`src/rtl/chain_dma_pkg.sv`:
```
package chain_dma_pkg;
  localparam int WORD_W = 32;
  localparam int RSEL_W = 3;

  localparam logic [RSEL_W-1:0] RA_MODE  = 3'd0;
  localparam logic [RSEL_W-1:0] RA_HOST  = 3'd1;
  localparam logic [RSEL_W-1:0] RA_LOCAL = 3'd2;
  localparam logic [RSEL_W-1:0] RA_COUNT = 3'd3;
  localparam logic [RSEL_W-1:0] RA_LINK  = 3'd4;
  localparam logic [RSEL_W-1:0] RA_CTRL  = 3'd5;

  localparam int CB_EN    = 0;
  localparam int CB_GO    = 1;
  localparam int CB_ABORT = 2;
  localparam int CB_ICLR  = 3;
  localparam int CB_DONE  = 4;

  localparam int MB_CHAIN = 9;
  localparam int MB_DIE   = 10;
  localparam int MB_HOLD  = 11;
  localparam int MB_ZERO  = 16;

  localparam int LB_SPACE = 0;
  localparam int LB_LAST  = 1;
  localparam int LB_LINK  = 2;
  localparam int LB_DIR   = 3;

  typedef enum logic [2:0] {
    ST_IDLE,
    ST_FETCH,
    ST_CHECK,
    ST_READ,
    ST_WRITE,
    ST_ZERO,
    ST_NEXT
  } eng_state_t;
endpackage

```
`src/rtl/chain_dma_engine.sv`:
```
module chain_dma_engine
  import chain_dma_pkg::*;
#(
  parameter int ADDR_W = 32,
  parameter int CNT_W  = 23
) (
  input  logic                clk,
  input  logic                rst_n,
  input  logic                run_en,
  input  logic                go,
  input  logic                stop,
  input  logic                chain_mode,
  input  logic                hold_local,
  input  logic                zero_count,
  input  logic                sw_wr,
  input  logic [RSEL_W-1:0]   sw_addr,
  input  logic [WORD_W-1:0]   sw_wdata,
  input  logic                mem_ack,
  input  logic [WORD_W-1:0]   mem_rdata,
  output logic                busy,
  output logic                fin,
  output logic                link_hit,
  output logic [ADDR_W-1:0]   host_q,
  output logic [ADDR_W-1:0]   local_q,
  output logic [CNT_W-1:0]    count_q,
  output logic [WORD_W-1:0]   link_q,
  output logic                mem_req,
  output logic                mem_we,
  output logic                mem_host,
  output logic [ADDR_W-1:0]   mem_addr,
  output logic [WORD_W-1:0]   mem_wdata
);
  localparam int DESC_W = ADDR_W - 4;
  localparam logic [ADDR_W-1:0] STEP = ADDR_W'(4);
  localparam logic [CNT_W-1:0]  CSTEP = CNT_W'(4);

  eng_state_t          state_q, state_d;
  logic [ADDR_W-1:0]   host_d, local_d;
  logic [CNT_W-1:0]    count_d;
  logic [WORD_W-1:0]   link_d;
  logic [DESC_W-1:0]   desc_q, desc_d;
  logic                dspace_q, dspace_d;
  logic [1:0]          widx_q, widx_d;
  logic [WORD_W-1:0]   data_q, data_d;
  logic                dir;
  eng_state_t          end_state;

  assign dir       = link_q[LB_DIR];
  assign end_state = (chain_mode && zero_count) ? ST_ZERO : ST_NEXT;
  assign busy      = (state_q != ST_IDLE);

  always_comb begin
    state_d  = state_q;
    host_d   = host_q;
    local_d  = local_q;
    count_d  = count_q;
    link_d   = link_q;
    desc_d   = desc_q;
    dspace_d = dspace_q;
    widx_d   = widx_q;
    data_d   = data_q;
    fin      = 1'b0;
    link_hit = 1'b0;
    if (stop) begin
      state_d = ST_IDLE;
    end else begin
      unique case (state_q)
        ST_IDLE: begin
          if (go) begin
            if (chain_mode) begin
              desc_d   = link_q[ADDR_W-1:4];
              dspace_d = link_q[LB_SPACE];
              widx_d   = 2'd0;
              state_d  = ST_FETCH;
            end else begin
              state_d  = ST_CHECK;
            end
          end else if (sw_wr) begin
            unique case (sw_addr)
              RA_HOST:  host_d  = sw_wdata[ADDR_W-1:0];
              RA_LOCAL: local_d = sw_wdata[ADDR_W-1:0];
              RA_COUNT: count_d = sw_wdata[CNT_W-1:0];
              RA_LINK:  link_d  = sw_wdata;
              default: ;
            endcase
          end
        end
        ST_FETCH: begin
          if (run_en && mem_ack) begin
            unique case (widx_q)
              2'd0: host_d  = mem_rdata[ADDR_W-1:0];
              2'd1: local_d = mem_rdata[ADDR_W-1:0];
              2'd2: count_d = mem_rdata[CNT_W-1:0];
              default: link_d = mem_rdata;
            endcase
            if (widx_q == 2'd3) state_d = ST_CHECK;
            else                widx_d  = widx_q + 2'd1;
          end
        end
        ST_CHECK: begin
          if (run_en) state_d = (count_q == '0) ? end_state : ST_READ;
        end
        ST_READ: begin
          if (run_en && mem_ack) begin
            data_d  = mem_rdata;
            state_d = ST_WRITE;
          end
        end
        ST_WRITE: begin
          if (run_en && mem_ack) begin
            host_d = host_q + STEP;
            if (!hold_local) local_d = local_q + STEP;
            if (count_q <= CSTEP) begin
              count_d = '0;
              state_d = end_state;
            end else begin
              count_d = count_q - CSTEP;
              state_d = ST_READ;
            end
          end
        end
        ST_ZERO: begin
          if (run_en && mem_ack) state_d = ST_NEXT;
        end
        ST_NEXT: begin
          if (run_en) begin
            link_hit = chain_mode && link_q[LB_LINK];
            if (!chain_mode || link_q[LB_LAST]) begin
              fin     = 1'b1;
              state_d = ST_IDLE;
            end else begin
              desc_d   = link_q[ADDR_W-1:4];
              dspace_d = link_q[LB_SPACE];
              widx_d   = 2'd0;
              state_d  = ST_FETCH;
            end
          end
        end
        default: state_d = ST_IDLE;
      endcase
    end
  end

  always_comb begin
    mem_req   = 1'b0;
    mem_we    = 1'b0;
    mem_host  = 1'b0;
    mem_addr  = '0;
    mem_wdata = data_q;
    unique case (state_q)
      ST_FETCH: begin
        mem_req  = run_en;
        mem_host = dspace_q;
        mem_addr = {desc_q, widx_q, 2'b00};
      end
      ST_READ: begin
        mem_req  = run_en;
        mem_host = !dir;
        mem_addr = dir ? local_q : host_q;
      end
      ST_WRITE: begin
        mem_req  = run_en;
        mem_we   = 1'b1;
        mem_host = dir;
        mem_addr = dir ? host_q : local_q;
      end
      ST_ZERO: begin
        mem_req   = run_en;
        mem_we    = 1'b1;
        mem_host  = dspace_q;
        mem_addr  = {desc_q, 4'h8};
        mem_wdata = '0;
      end
      default: ;
    endcase
  end

  always_ff @(posedge clk or negedge rst_n) begin
    if (!rst_n) begin
      state_q  <= ST_IDLE;
      host_q   <= '0;
      local_q  <= '0;
      count_q  <= '0;
      link_q   <= '0;
      desc_q   <= '0;
      dspace_q <= 1'b0;
      widx_q   <= 2'd0;
      data_q   <= '0;
    end else begin
      state_q  <= state_d;
      host_q   <= host_d;
      local_q  <= local_d;
      count_q  <= count_d;
      link_q   <= link_d;
      desc_q   <= desc_d;
      dspace_q <= dspace_d;
      widx_q   <= widx_d;
      data_q   <= data_d;
    end
  end
endmodule

```
`src/rtl/chain_dma_csr.sv`:
```
module chain_dma_csr
  import chain_dma_pkg::*;
#(
  parameter int ADDR_W = 32,
  parameter int CNT_W  = 23
) (
  input  logic                clk,
  input  logic                rst_n,
  input  logic                reg_wr,
  input  logic [RSEL_W-1:0]   reg_addr,
  input  logic [WORD_W-1:0]   reg_wdata,
  output logic [WORD_W-1:0]   reg_rdata,
  input  logic                busy,
  input  logic                fin,
  input  logic                link_hit,
  input  logic [ADDR_W-1:0]   host_q,
  input  logic [ADDR_W-1:0]   local_q,
  input  logic [CNT_W-1:0]    count_q,
  input  logic [WORD_W-1:0]   link_q,
  output logic                go,
  output logic                stop,
  output logic                run_en,
  output logic                chain_mode,
  output logic                hold_local,
  output logic                zero_count,
  output logic                irq,
  output logic                done
);
  logic ctrl_wr, mode_wr;
  logic en_q, en_d;
  logic done_q, done_d;
  logic irq_q, irq_d;
  logic mchain_q, mdie_q, mhold_q, mzero_q;
  logic mchain_d, mdie_d, mhold_d, mzero_d;

  assign ctrl_wr = reg_wr && (reg_addr == RA_CTRL);
  assign mode_wr = reg_wr && (reg_addr == RA_MODE) && !busy;
  assign go      = ctrl_wr && reg_wdata[CB_GO] && reg_wdata[CB_EN] &&
                   !reg_wdata[CB_ABORT] && !busy;
  assign stop    = ctrl_wr && reg_wdata[CB_ABORT] && busy;

  always_comb begin
    en_d     = en_q;
    done_d   = done_q;
    mchain_d = mchain_q;
    mdie_d   = mdie_q;
    mhold_d  = mhold_q;
    mzero_d  = mzero_q;
    if (ctrl_wr && !reg_wdata[CB_ABORT]) en_d = reg_wdata[CB_EN];
    if (go)                done_d = 1'b0;
    else if (fin || stop)  done_d = 1'b1;
    irq_d = ((fin && mdie_q) || link_hit) ||
            (irq_q && !(ctrl_wr && reg_wdata[CB_ICLR]));
    if (mode_wr) begin
      mchain_d = reg_wdata[MB_CHAIN];
      mdie_d   = reg_wdata[MB_DIE];
      mhold_d  = reg_wdata[MB_HOLD];
      mzero_d  = reg_wdata[MB_ZERO];
    end
  end

  always_ff @(posedge clk or negedge rst_n) begin
    if (!rst_n) begin
      en_q     <= 1'b0;
      done_q   <= 1'b0;
      irq_q    <= 1'b0;
      mchain_q <= 1'b0;
      mdie_q   <= 1'b0;
      mhold_q  <= 1'b0;
      mzero_q  <= 1'b0;
    end else begin
      en_q     <= en_d;
      done_q   <= done_d;
      irq_q    <= irq_d;
      mchain_q <= mchain_d;
      mdie_q   <= mdie_d;
      mhold_q  <= mhold_d;
      mzero_q  <= mzero_d;
    end
  end

  always_comb begin
    reg_rdata = '0;
    unique case (reg_addr)
      RA_MODE: begin
        reg_rdata[MB_CHAIN] = mchain_q;
        reg_rdata[MB_DIE]   = mdie_q;
        reg_rdata[MB_HOLD]  = mhold_q;
        reg_rdata[MB_ZERO]  = mzero_q;
      end
      RA_HOST:  reg_rdata = WORD_W'(host_q);
      RA_LOCAL: reg_rdata = WORD_W'(local_q);
      RA_COUNT: reg_rdata = WORD_W'(count_q);
      RA_LINK:  reg_rdata = link_q;
      RA_CTRL: begin
        reg_rdata[CB_EN]   = en_q;
        reg_rdata[CB_DONE] = done_q;
      end
      default: ;
    endcase
  end

  assign run_en     = en_q;
  assign chain_mode = mchain_q;
  assign hold_local = mhold_q;
  assign zero_count = mzero_q;
  assign irq        = irq_q;
  assign done       = done_q;
endmodule

```
`src/rtl/chain_dma.sv`:
```
module chain_dma
  import chain_dma_pkg::*;
#(
  parameter int ADDR_W = 32,
  parameter int CNT_W  = 23
) (
  input  logic                clk,
  input  logic                rst_n,
  input  logic                reg_wr,
  input  logic [2:0]          reg_addr,
  input  logic [31:0]         reg_wdata,
  output logic [31:0]         reg_rdata,
  output logic                mem_req,
  output logic                mem_we,
  output logic                mem_host,
  output logic [ADDR_W-1:0]   mem_addr,
  output logic [31:0]         mem_wdata,
  input  logic                mem_ack,
  input  logic [31:0]         mem_rdata,
  output logic                irq
);
  logic              busy, fin, link_hit, go, stop, run_en;
  logic              chain_mode, hold_local, zero_count, done;
  logic [ADDR_W-1:0] host_q, local_q;
  logic [CNT_W-1:0]  count_q;
  logic [WORD_W-1:0] link_q;

  chain_dma_csr #(.ADDR_W(ADDR_W), .CNT_W(CNT_W)) u_csr (
    .clk        (clk),
    .rst_n      (rst_n),
    .reg_wr     (reg_wr),
    .reg_addr   (reg_addr),
    .reg_wdata  (reg_wdata),
    .reg_rdata  (reg_rdata),
    .busy       (busy),
    .fin        (fin),
    .link_hit   (link_hit),
    .host_q     (host_q),
    .local_q    (local_q),
    .count_q    (count_q),
    .link_q     (link_q),
    .go         (go),
    .stop       (stop),
    .run_en     (run_en),
    .chain_mode (chain_mode),
    .hold_local (hold_local),
    .zero_count (zero_count),
    .irq        (irq),
    .done       (done)
  );

  chain_dma_engine #(.ADDR_W(ADDR_W), .CNT_W(CNT_W)) u_eng (
    .clk        (clk),
    .rst_n      (rst_n),
    .run_en     (run_en),
    .go         (go),
    .stop       (stop),
    .chain_mode (chain_mode),
    .hold_local (hold_local),
    .zero_count (zero_count),
    .sw_wr      (reg_wr),
    .sw_addr    (reg_addr),
    .sw_wdata   (reg_wdata),
    .mem_ack    (mem_ack),
    .mem_rdata  (mem_rdata),
    .busy       (busy),
    .fin        (fin),
    .link_hit   (link_hit),
    .host_q     (host_q),
    .local_q    (local_q),
    .count_q    (count_q),
    .link_q     (link_q),
    .mem_req    (mem_req),
    .mem_we     (mem_we),
    .mem_host   (mem_host),
    .mem_addr   (mem_addr),
    .mem_wdata  (mem_wdata)
  );
endmodule

```
`config.mk`:
```
export PLATFORM = sky130hd
export DESIGN_NAME = chain_dma
export DESIGN_NICKNAME = d
export VERILOG_FILES = /design/src/rtl/chain_dma_pkg.sv /design/src/rtl/chain_dma_engine.sv /design/src/rtl/chain_dma_csr.sv /design/src/rtl/chain_dma.sv
export SDC_FILE = /design/constraint.sdc
export NUM_CORES = 1
export LEC_CHECK = 0
export ABC_AREA = 1
export CORE_ASPECT_RATIO = 1.75
export CORE_MARGIN = 5
export CORE_UTILIZATION = 35
export DETAILED_ROUTE_END_ITERATION = 8
export DONT_BUFFER_PORTS = 1
export HOLD_SLACK_MARGIN = 0.05
export PLACE_DENSITY = 0.53
export SKIP_LAST_GASP = 1
export SYNTH_ARGS = -nofsm -noshare
export SYNTH_HDL_FRONTEND = slang
export SYNTH_HIERARCHICAL = 1
export SYNTH_SLANG_ARGS = --single-unit
```
`constraint.sdc`:
```
create_clock -name clk -period 2.2 [get_ports clk]
set_input_delay 0.22 -clock clk [delete_from_list [all_inputs] [get_ports clk]]
set_output_delay 0.22 -clock clk [all_outputs]
set_load 0.1 [all_outputs]
```
## After elaboration in Yosys (flattened, before gate mapping)

Cells that the tools add are included.

- Bits of input ports: 71
- Register bits after elaboration: 192
- Output and inout bits: 100
- Bits in writable memories: 0
- Memories: 0
- ROM bits: 0
- Bits in latches: 0

- Add/sub/neg operators: 4
- Shift operators: 0
- Divide/modulo/power cells: 0
- Reductions and logical operators: 47
- Multipliers: 0
- Eq/ne operators: 40
- Bitwise logic cells: 1
- Order comparisons: 1
- Mux-type cells: 85

Operators by type and width:

| kind | number |
|---|---|
| $mux W32 | 21 |
| $pmux W32 S3 | 2 |
| $mux W23 | 7 |
| $pmux W32 S4 | 1 |
| $mux W28 | 4 |
| $pmux W23 S3 | 1 |
| $add A32 B3 Y32 const B | 2 |
| $pmux W32 S2 | 1 |
| $pmux W15 S4 | 1 |
| $pmux W28 S2 | 1 |
| $mux W3 | 11 |
| $ne A2 B2 Y1 const B | 16 |
| $pmux W4 S4 | 2 |
| $reduce_and A8 Y1 | 4 |
| $le A23 B3 Y1 const B | 1 |
| $logic_not A23 Y1 | 1 |
| $sub A23 B3 Y23 const B | 1 |
| $pmux W3 S7 | 1 |
| $logic_and A1 B1 Y1 | 16 |
| $mux W1 | 16 |
| $mux W2 | 8 |
| $eq A3 B3 Y1 const B | 5 |
| $ne A3 B2 Y1 const B | 5 |
| $pmux W1 S5 | 3 |
| other kinds (26) | 47 |

## Logic depth before layout (Yosys ltp)

Gate-level depths: netlist of run 1.

- Depth in word-level cells: 9
- Gate-level depth with buffers: 14

## Hierarchy

The synthesis of run 1 kept the hierarchy.

By module, submodules not included:

| module | area each (um^2) | cells each | times used |
|---|---|---|---|
| chain_dma_engine | 11,793.8 | 1,767 | 1 |
| chain_dma_csr | 1,222.4 | 243 | 1 |

## Worst setup path after synthesis of run 1

OpenSTA, ideal clock, no wires.

- Path type: register to output
- From: register u_eng.state_q[2]
- To: output port mem_addr[23]
- Arrival time: 2,790 ps
- Path buffers: 2
- Cell stages (with the launch flop): 8
- Data required time: 1,980 ps
- Setup slack: -810 ps
- Cells stage by stage: dfrtp_1 buf_6 nor3_2 inv_1 nand2_1 o21ai_1 clkbuf_1 o221ai_1

- Cells in the longest elaborated chain, start to end: 2
- Elaborated cells on any way between the ends: 5

Ends and longest elaborated chain:

| item | RTL line | RTL |
|---|---|---|
| start, declared | chain_dma_engine.sv:37 | `eng_state_t state_q, state_d;` |
| start signal, assigned | chain_dma_engine.sv:190 | `state_q <= state_d;` |
| $eq A3 B3 Y1, or another cell as far along | chain_dma_engine.sv:150 | `unique case (state_q)` |
| $pmux W32 S4 (*) | chain_dma_engine.sv:150 |  |
| end, declared | chain_dma.sv:16 | `output logic [ADDR_W-1:0] mem_addr,` |

Every way passes the cells marked *; elsewhere a longest branch is shown, timed or not.

## Final worst setup path of run 1

- From: register u_eng.state_q[2]
- To: output port mem_addr[19]

The elaborated chain is that of the path after synthesis.

==> results of run 1 <==
## routing by layer
layer / track usage / share of wire / vias to the layer above
met5: 0 / 0 / -
met4: 0.1603 / 0.069 / 0
met3: 0.03500 / 0.047 / 146
met2: 0.5069 / 0.52 / 539
met1: 0.3039 / 0.36 / 6836
li1: - / - / 6818
## power by group
group          total (mW)  switching [mW]  internal (mW)
clock                3.44            1.70           1.74
combinational        24.5            16.0           8.47
sequential           7.10            1.84           5.26
## sequential cells by signal, summed over array words and instances, names as in the netlist
register          cells
u_eng/host_q         32
u_csr/done            1
u_csr/run_en          1
u_csr/hold_local      1
u_eng/dspace_q        1
u_eng/desc_q         28
u_eng/data_q         32
u_csr/chain_mode      1
u_csr/irq             1
u_eng/widx_q          2
u_eng/link_q         32
u_csr/zero_count      1
u_csr/mdie_q          1
u_eng/local_q        32
u_eng/state_q         3
u_eng/count_q        23
## area by class of cell
| type | instances | area [µm²] | share of cell area |
|---|---|---|---|
| well taps | 475 | 594.3 | 0.03249 |
| clock inverters | 15 | 200.2 | 0.01094 |
| multi-input cells | 1505 | 7480 | 0.4089 |
| repair buffers | 286 | 3880 | 0.2121 |
| diodes | 2 | 5.005 | 0.0002736 |
| inverters | 238 | 900.9 | 0.04925 |
| clock buffers | 17 | 425.4 | 0.02326 |
| flip-flops and latches | 192 | 4807 | 0.2628 |
## cells in the final DEF (no fill, tap or decap), types with 4 or more instances in the layout
cell,netlist,layout
buf_4,14,103
inv_6,0,5
a21oi_2,13,13
a21oi_1,47,47
nand4_1,35,35
inv_1,231,227
xor2_1,6,6
nand2_4,1,5
dlygate4sd3_1,0,54
mux2_2,20,20
nand3_1,114,113
nand3_2,4,5
o21ai_1,39,37
inv_2,6,9
nor2_1,272,272
o21ai_0,119,119
nor3_1,6,6
clkbuf_16,0,21
o221ai_4,0,30
nor2_4,5,5
dfrtp_1,192,190
buf_12,0,120
nand2_2,7,6
a31oi_1,4,4
nand2_1,744,741
ha_1,9,9
## critical path, delay by kind of cell (launching register included)
kind / cells / cell delay [ps]
compound gates: 2 / 310
buf+inv: 5 / 790
flops: 1 / 400
simple gates: 1 / 210
## stage by stage
step                      setup WS [ps]  instance area [µm²]
after floorplan                  -601.3                13520
after global placement           0.7274                16740
after detailed placement          35.21                16740
after CTS                        -229.1                18040
after global routing             -299.7                18290
final                            -223.6                18290
## final timing paths
check | start | end | slack [ps] | depth (start not counted)
hold reg to reg | u_csr/irq$_DFF_PN0_ | u_csr/irq$_DFF_PN0_ | 480 | 2
setup reg to reg | u_eng/state_q[2]$_DFFE_PN0P_ | u_eng/local_q[16]$_DFFE_PN0P_ | 0 | 10
hold / removal | rst_n | u_eng/state_q[2]$_DFFE_PN0P_ | -550 | 0
max in group asynchronous | rst_n | u_eng/data_q[19]$_DFFE_PN0P_ | 2450 | 0
min in group clk | reg_wdata[31] | u_eng/link_q[31]$_DFFE_PN0P_ | 70 | 4
setup / recovery | u_eng/state_q[2]$_DFFE_PN0P_ | mem_addr[19] | -220 | 8
## logic make-up (layout without fill, tap and decap cells)
logic type                 Yosys count  count (layout)  share of synthesized area
AOI/OAI and AO/OA                  263             263                     0.1160
xor gates and xnor gates             7               7                   0.004710
adders and majority gates            9               9                   0.008652
buffers and inverters              313             556                     0.1034
DFF                                192             192                     0.3691
muxes                               23              23                    0.01990
other                                0               2                          0
and+or+nand+nor                   1203            1203                     0.3782
## timing repair
item | CTS | global route
pin swaps | 2 | 4
setup buffers | 6 | 8
setup endpoints to repair | 54 | 124
endpoints found under the hold margin | 250 | 192
gates resized for setup | 13 | 16
gates cloned | 0 | 4
==> reports/results.tsv, run 1 <==
metric	value	unit
status	finished with violations	
violations	hold timing, setup timing	
min_period_over_period	1.102	
grt_overflow	0	
dp_hpwl	45340	µm
fin_cells	2730	
syn_to_final_growth	40.54	%
core	36770	µm²
die-width	155.8	µm
ctsLongestPathBuffers	2	
cts_tree	done	
ant_nets	0	
row_count	93	
netlist_instances	2010	
cts_made_buffers	17	
path_clk_slew	80	ps
drt-initial-drc-count	1015	
final.setup.tns	-5729	ps
crit_type	flip-flop to primary output	
cpMostUsedCell	buf_12	
rsz0062_at_grt	yes	
dpl.cell_count	2624	
ys_top_cells_by_count	744 x nand2_1, 272 x nor2_1, 231 x inv_1, 192 x dfrtp_1, 119 x o21ai_0	
cp.arrival	2200	ps
setup_slack	-223.6	ps
slew_viol_final	0	
end_kind	primary output	
synthArstFlopShare	1.000	
vias	14340	
cp_max_fo	12	
hold_buffers	54	
p_per_area	1915	nW/µm²
die_h	265.1	µm
power	35.02	mW
cp_cell_sequence	buf_6, nor3_4, buf_6, o21ai_4, buf_12, buf_12, o221ai_4, buf_12	
ys_types	45	
vias_per_cell	5.252	
syn_nets	2090	
skew	9.746	ps
syn-cell-area	13020	µm²
synth_flop_cell	dfrtp_1	
netlist_top_cells_area	dfrtp_1 37%, nand2_1 21%, nor2_1 7.8%	
start_util	0.3540	
drv_cap	0	
hold_violations	192	
die-area	41300	µm²
final_util	0.4975	
yosysMostFrequentCell	nand2_1	
grt_pass1_wl	86710	µm
root_buffer	clkbuf_16	
synth_area_per_cell	6.476	µm²
min_period	2424	ps
grt_max_degree	193	
max_slew_margin	0.6105	
startpoint_type	flip-flop	
yosysWarnings	6	
place.port_buffers	0	
grt_pass1_vias	14560	
ys_seq_elements	192	
yosysTopAreaCell	dfrtp_1	
h-tree-depth	4	
crit_required	1980	ps
worst_pin_slew	582.3	ps
leakage	8.621	nW
pin_count	171	
drive_gt1_frac	0.1660	
hp-class	input pin to asynchronous set/reset pin	
yosysSeqAreaShare	0.3691	
synth_top_area_share	0.3691	
max-vdd-ir-drop	1.330	mV
nets	2320	
wl_per_cell	21.48	µm
wirelength	58630	µm
setup_viol	32	
cts.sinks	192	
cp_slowest_stage_delay	400	ps
hold_ws	-546.5	ps
synth-edff-count	0	
routabilityCongestion	0.9914	
fmax	412.6	MHz
clk-insertion-delay-late	470	ps
nFillCells	3753	
crit_path_top_delay_cell	dfrtp_1	
grt_usage	0.2774	
drc	0	
first_pass_iters	5	
antenna_found_initial	1	
Power figures use the tool's default switching activity.
==> run 2, diff against run 1 <==
==> constraint.sdc (replaced) <==
create_clock -name clk -period 2.2 [get_ports clk]
set_input_delay 0.11 -clock clk [delete_from_list [all_inputs] [get_ports clk]]
set_output_delay 0.11 -clock clk [all_outputs]
set_load 0.1 [all_outputs]
==> run 2 against run 1 <==
Compared with the run above: the run still ends with hold timing, setup timing left; combinational power rose by 3%; clock skew rose by 3.4 ps; critical path depth rose by 1; design area rose by 2.4%; fmax rose by 1.5%; die area did not move; worst hold slack got worse by 110 ps; clock-buffer cell count did not move; global-route usage rose by 1.1 points.
==> reports/results.tsv, run 2 (synthesis gave the netlist of run 1 again) <==
metric	value	unit	change
start_util	0.3540		unchanged
placed_cell_area	16780	µm²	was 16740 µm²
ant_nets	0		unchanged
grt_usage	0.2879		was 0.2774
h-tree-depth	4		unchanged
max-vdd-ir-drop	1.282	mV	was 1.330 mV
core	36770	µm²	unchanged
startpoint_type	flip-flop		unchanged
pin_count	171		unchanged
hold_ws	-658.4	ps	was -546.5 ps
die_h	265.1	µm	unchanged
first_pass_iters	6		was 5
die-area	41300	µm²	unchanged
final_common_cell	nand2_1		unchanged
post-route-cell-area	18730	µm²	was 18290 µm²
grt_pass1_wl	89830	µm	was 86710 µm
cp.arrival	2280	ps	was 2200 ps
violations	hold timing, setup timing		unchanged
cts_tree	done		unchanged
cp_max_fo	8		was 12
grt_pass1_vias	14700		was 14560
setup_viol	32		unchanged
setup_slack	-187.7	ps	was -223.6 ps
crit_type	flip-flop to primary output		unchanged
drive_gt1_frac	0.1744		was 0.1660
vias	14670		was 14340
antenna_found_initial	0		was 1
die-width	155.8	µm	unchanged
ctsLongestPathBuffers	2		unchanged
r2r_slack	10	ps	was 0 ps
path_clk_slew	80	ps	about the same
pre_cts_slack	-90.47	ps	was 35.21 ps
min_period	2388	ps	was 2424 ps
reg2regPathDepth	14		was 10
hp-class	input pin to asynchronous set/reset pin		unchanged
final_util	0.5093		was 0.4975
end_kind	primary output		unchanged
fmax	418.8	MHz	was 412.6 MHz
rsz0062_at_grt	yes		unchanged
routabilityCongestion	0.9974		was 0.9914
clk-insertion-delay-late	470	ps	about the same
leakage	8.786	nW	was 8.621 nW
drc	0		unchanged
row_count	93		unchanged
worst_pin_slew	681.6	ps	was 582.3 ps
place.port_buffers	0		unchanged
wirelength	61430	µm	was 58630 µm
grt_max_degree	193		unchanged
drv_cap	0		unchanged
power	35.60	mW	was 35.02 mW
min_period_over_period	1.085		was 1.102
skew	13.12	ps	was 9.746 ps
wl_per_cell	22.23	µm	was 21.48 µm
syn_to_final_growth	43.87	%	was 40.54%
cts.sinks	192		unchanged
p_per_area	1901	nW/µm²	was 1915 nW/µm²
cts_made_buffers	17		unchanged
drt-initial-drc-count	1145		was 1015
nets	2355		was 2320
crit_required	2090	ps	was 1980 ps
vias_per_cell	5.307		was 5.252
hold_violations	192		unchanged
root_buffer	clkbuf_16		unchanged
status	finished with violations		unchanged
slew_viol_final	0		unchanged
dp_hpwl	47050	µm	was 45340 µm
hold_buffers	73		was 54
final_cell_mix	739 x nand2_1, 271 x nor2_1, 227 x inv_1		was 741 x nand2_1, 272 x nor2_1, 227 x inv_1
max_slew_margin	0.5408		was 0.6105
grt_overflow	0		unchanged
==> run 2: timing repair <==
action,in CTS,in global routing
gates cloned,1,10
endpoints found under the hold margin,287,192
pin swaps,3,8
resized for setup,11,42
endpoints found under the setup margin,39,156
buffers inserted,8,15
==> run 2: layout make-up <==
cell class                 instances  area, µm²
inverter                         238      910.9
fill                            3730      18040
clock buffer                      17      425.4
timing repair buffer             321       4310
tap                              475      594.3
sequential                       192       4807
antenna                            1      2.502
clock inverter                    15      167.7
multi-input combinational       1505       7508
==> run 2: layer usage <==
| layer | GRT usage | vias to the layer above | part of all wire |
|---|---|---|---|
| met2 | 0.5249 | 590 | 0.52 |
| met5 | 0 | - | 0 |
| met1 | 0.3108 | 6975 | 0.35 |
| met3 | 0.03142 | 204 | 0.046 |
| li1 | - | 6899 | - |
| met4 | 0.1866 | 0 | 0.081 |
==> run 2: final timing paths <==
kind / start / to
worst max-delay path: u_eng/state_q[0]$_DFFE_PN0P_ / mem_addr[8]
worst min-delay path: rst_n / u_csr/irq$_DFF_PN0_
worst max register to register: u_eng/state_q[0]$_DFFE_PN0P_ / u_eng/local_q[19]$_DFFE_PN0P_
worst min register to register: u_eng/data_q[25]$_DFFE_PN0P_ / u_eng/data_q[25]$_DFFE_PN0P_
max in group asynchronous: rst_n / u_eng/state_q[1]$_DFFE_PN0P_
min in group clk: reg_addr[1] / u_csr/done$_DFFE_PN0P_
==> run 2: critical path, cell delays in order, from the launching register on <==
cell and delay (ps):
dfrtp_1 370, buf_6 120, inv_6 40, nor3_4 260
buf_6 150, o21ai_4 50, buf_12 170, buf_12 150
o221ai_4 270, buf_12 220
==> run 2: report_power, final <==
part / internal, mW / total [mW] / leakage, nW / switching (mW)
clock network: 1.53 / 3.23 / 0.279 / 1.70
logic: 8.91 / 25.2 / 6.19 / 16.3
registers: 5.26 / 7.16 / 2.32 / 1.89
==> run 2: per-stage QoR <==
step           setup TNS (ps)  instances  hold slack (ps)
6_report                -4031       2764           -658.4
4_1_cts                 -4345       2738           -679.5
3_3_place_gp           -398.2       2624           -177.7
5_1_grt                 -7472       2763           -678.4
3_5_place_dp           -260.2       2624           -176.9
2_1_floorplan           -3897       2010           -185.6
==> run 3, diff against run 2 <==
--- a/config.mk
+++ b/config.mk
@@ -13,6 +13,7 @@
 export DONT_BUFFER_PORTS = 1
 export HOLD_SLACK_MARGIN = 0.05
 export PLACE_DENSITY = 0.53
+export SETUP_SLACK_MARGIN = 0.1
 export SKIP_LAST_GASP = 1
 export SYNTH_ARGS = -nofsm -noshare
 export SYNTH_HDL_FRONTEND = slang
==> run 3 against run 2 <==
Compared with the run above: the run still ends with hold timing, setup timing left; cell count grew 0.90%; non-clock buffer count grew 29; largest cell class unchanged; clock skew shrank 1.8 ps; first-iteration DRC count grew 4.4%; die area is the same; worst hold slack gained 2.3 ps; sequential cell count is the same; global-route usage shrank 0.054 points; core utilization grew 4.0 points.
==> reports/results.tsv, run 3 (synthesis gave the netlist of run 1 again) <==
metric	value	unit	change
status	finished with violations		unchanged
violations	hold timing, setup timing		unchanged
clk-insertion-delay-late	470	ps	about the same
fmax	414.9	MHz	was 418.8 MHz
nets	2384		was 2355
worst_pin_slew	857.2	ps	was 681.6 ps
pin_count	171		unchanged
crit_path_top_delay_cell	dfrtp_1		unchanged
first_pass_iters	5		was 6
cp_slowest_stage_delay	410	ps	was 370 ps
dpl.cell_count	2610		was 2624
place.port_buffers	0		unchanged
wl_per_cell	23.51	µm	was 22.23 µm
dp_hpwl	44500	µm	was 47050 µm
r2r_slack	-110	ps	was 10 ps
grt_overflow	0		unchanged
grt_pass1_vias	14790		was 14700
vias	15270		was 14670
final_cell_mix	664 x nand2_1, 216 x nor2_1, 198 x inv_1		was 739 x nand2_1, 271 x nor2_1, 227 x inv_1
hold_buffers	68		was 73
die-area	41300	µm²	unchanged
cp_max_fo	15		was 8
drv_cap	0		unchanged
cpMostUsedCell	buf_12		unchanged
max_slew_margin	0.4225		was 0.5408
die_h	265.1	µm	unchanged
path_clk_slew	70	ps	was 80 ps
cp.arrival	2300	ps	was 2280 ps
die-width	155.8	µm	unchanged
rsz0062_at_grt	yes		unchanged
pre_cts_slack	51.83	ps	was -90.47 ps
cts.sinks	192		unchanged
crit_type	flip-flop to primary output		unchanged
antenna_found_initial	0		unchanged
fin_cells	2789		was 2764
startpoint_type	flip-flop		unchanged
grt_pass1_wl	89500	µm	was 89830 µm
skew	11.27	ps	was 13.12 ps
grt_max_degree	193		unchanged
min_period	2410	ps	was 2388 ps
grt_usage	0.2873		was 0.2879
wirelength	65570	µm	was 61430 µm
path_buf_inv	4		was 6
setup_viol	94		was 32
cts_made_buffers	17		unchanged
final_util	0.5498		was 0.5093
slew_viol_final	0		unchanged
setup_slack	-210.4	ps	was -187.7 ps
hold_ws	-656.1	ps	was -658.4 ps
cp_cell_sequence	buf_12, nand2_4, inv_4, o21ai_4, buf_12, o221ai_4, buf_12		was buf_6, inv_6, nor3_4, buf_6, o21ai_4, buf_12, buf_12, o221ai_4, buf_12
ant_nets	0		unchanged
start_util	0.3540		unchanged
antenna_cells	0		was 1
vias_per_cell	5.475		was 5.307
min_period_over_period	1.096		was 1.085
final_common_cell	nand2_1		unchanged
drt-initial-drc-count	1195		was 1145
drc	0		unchanged
hp-class	input pin to asynchronous set/reset pin		unchanged
routabilityCongestion	0.9766		was 0.9974
end_kind	primary output		unchanged
syn_to_final_growth	55.31	%	was 43.87%
cts_tree	done		unchanged
cp_top_family	buffers and inverters		unchanged
core	36770	µm²	unchanged
nFillCells	3516		was 3730
ctsLongestPathBuffers	2		unchanged
row_count	93		unchanged
drive_gt1_frac	0.2697		was 0.1744
crit_required	2090	ps	about the same
h-tree-depth	4		unchanged
root_buffer	clkbuf_16		unchanged
hold_violations	192		unchanged
-- run 3: cell count changes in the layout (fill, tap and decap cells not counted), sizes merged --
cell	before	now
dlygate4sd3	73	68
diode	1	0
clkbuf	23	38
inv	245	236
buf	242	263
bufinv	0	2
clkinv	5	7
-- run 3: cell type report --
class                           instances  area (µm²)  area share
Multi-Input combinational cell       1505        8351      0.4131
Timing Repair Buffer                  350        4954      0.2450
Sequential cell                       192        4807      0.2378
Inverter                              238       960.9     0.04753
Tap cell                              475       594.3     0.02940
Clock buffer                           19       432.9     0.02141
Clock inverter                         10       116.4    0.005756
-- run 3: repair_timing --
action / 4_1_cts / 5_1_grt
cloned: 8 / 25
setup buffers: 30 / 25
pin swaps: 8 / 58
endpoints found under the setup margin: 88 / 215
gates resized for setup: 50 / 362
hold endpoints to repair: 285 / 192
-- run 3: through the flow --
step                instance area [µm²]  setup TNS, ps
finish                            20220          -7639
global route                      20220         -15510
CTS                               18560          -5052
detailed placement                16620              0
global placement                  16620              0
floorplan                         13520          -2418
-- run 3: path summary, 6_finish.rpt --
| check | endpoint | start | depth (start not counted) |
|---|---|---|---|
| min | u_csr/irq$_DFF_PN0_ | rst_n | 0 |
| max in group asynchronous | u_eng/count_q[20]$_DFFE_PN0P_ | rst_n | 0 |
| min reg2reg | u_csr/irq$_DFF_PN0_ | u_csr/irq$_DFF_PN0_ | 2 |
| max | mem_addr[16] | u_eng/state_q[2]$_DFFE_PN0P_ | 7 |
| min in group clk | u_eng/local_q[4]$_DFFE_PN0P_ | reg_wdata[4] | 4 |
| max reg2reg | u_eng/host_q[6]$_DFFE_PN0P_ | u_eng/state_q[0]$_DFFE_PN0P_ | 17 |
-- run 3: routing by layer --
metal | vias to the layer above | routed length (µm) | GRT usage
met1 | 7263 | 21960 | 0.3071
met5 | - | 0 | 0
met4 | 0 | 6547 | 0.2200
met2 | 761 | 33480 | 0.5098
li1 | 6968 | - | -
met3 | 277 | 3578 | 0.03256
Power of run 3 is not shown: default switching activity piles up to over one toggle a cycle in this logic, so the estimate is an artifact.
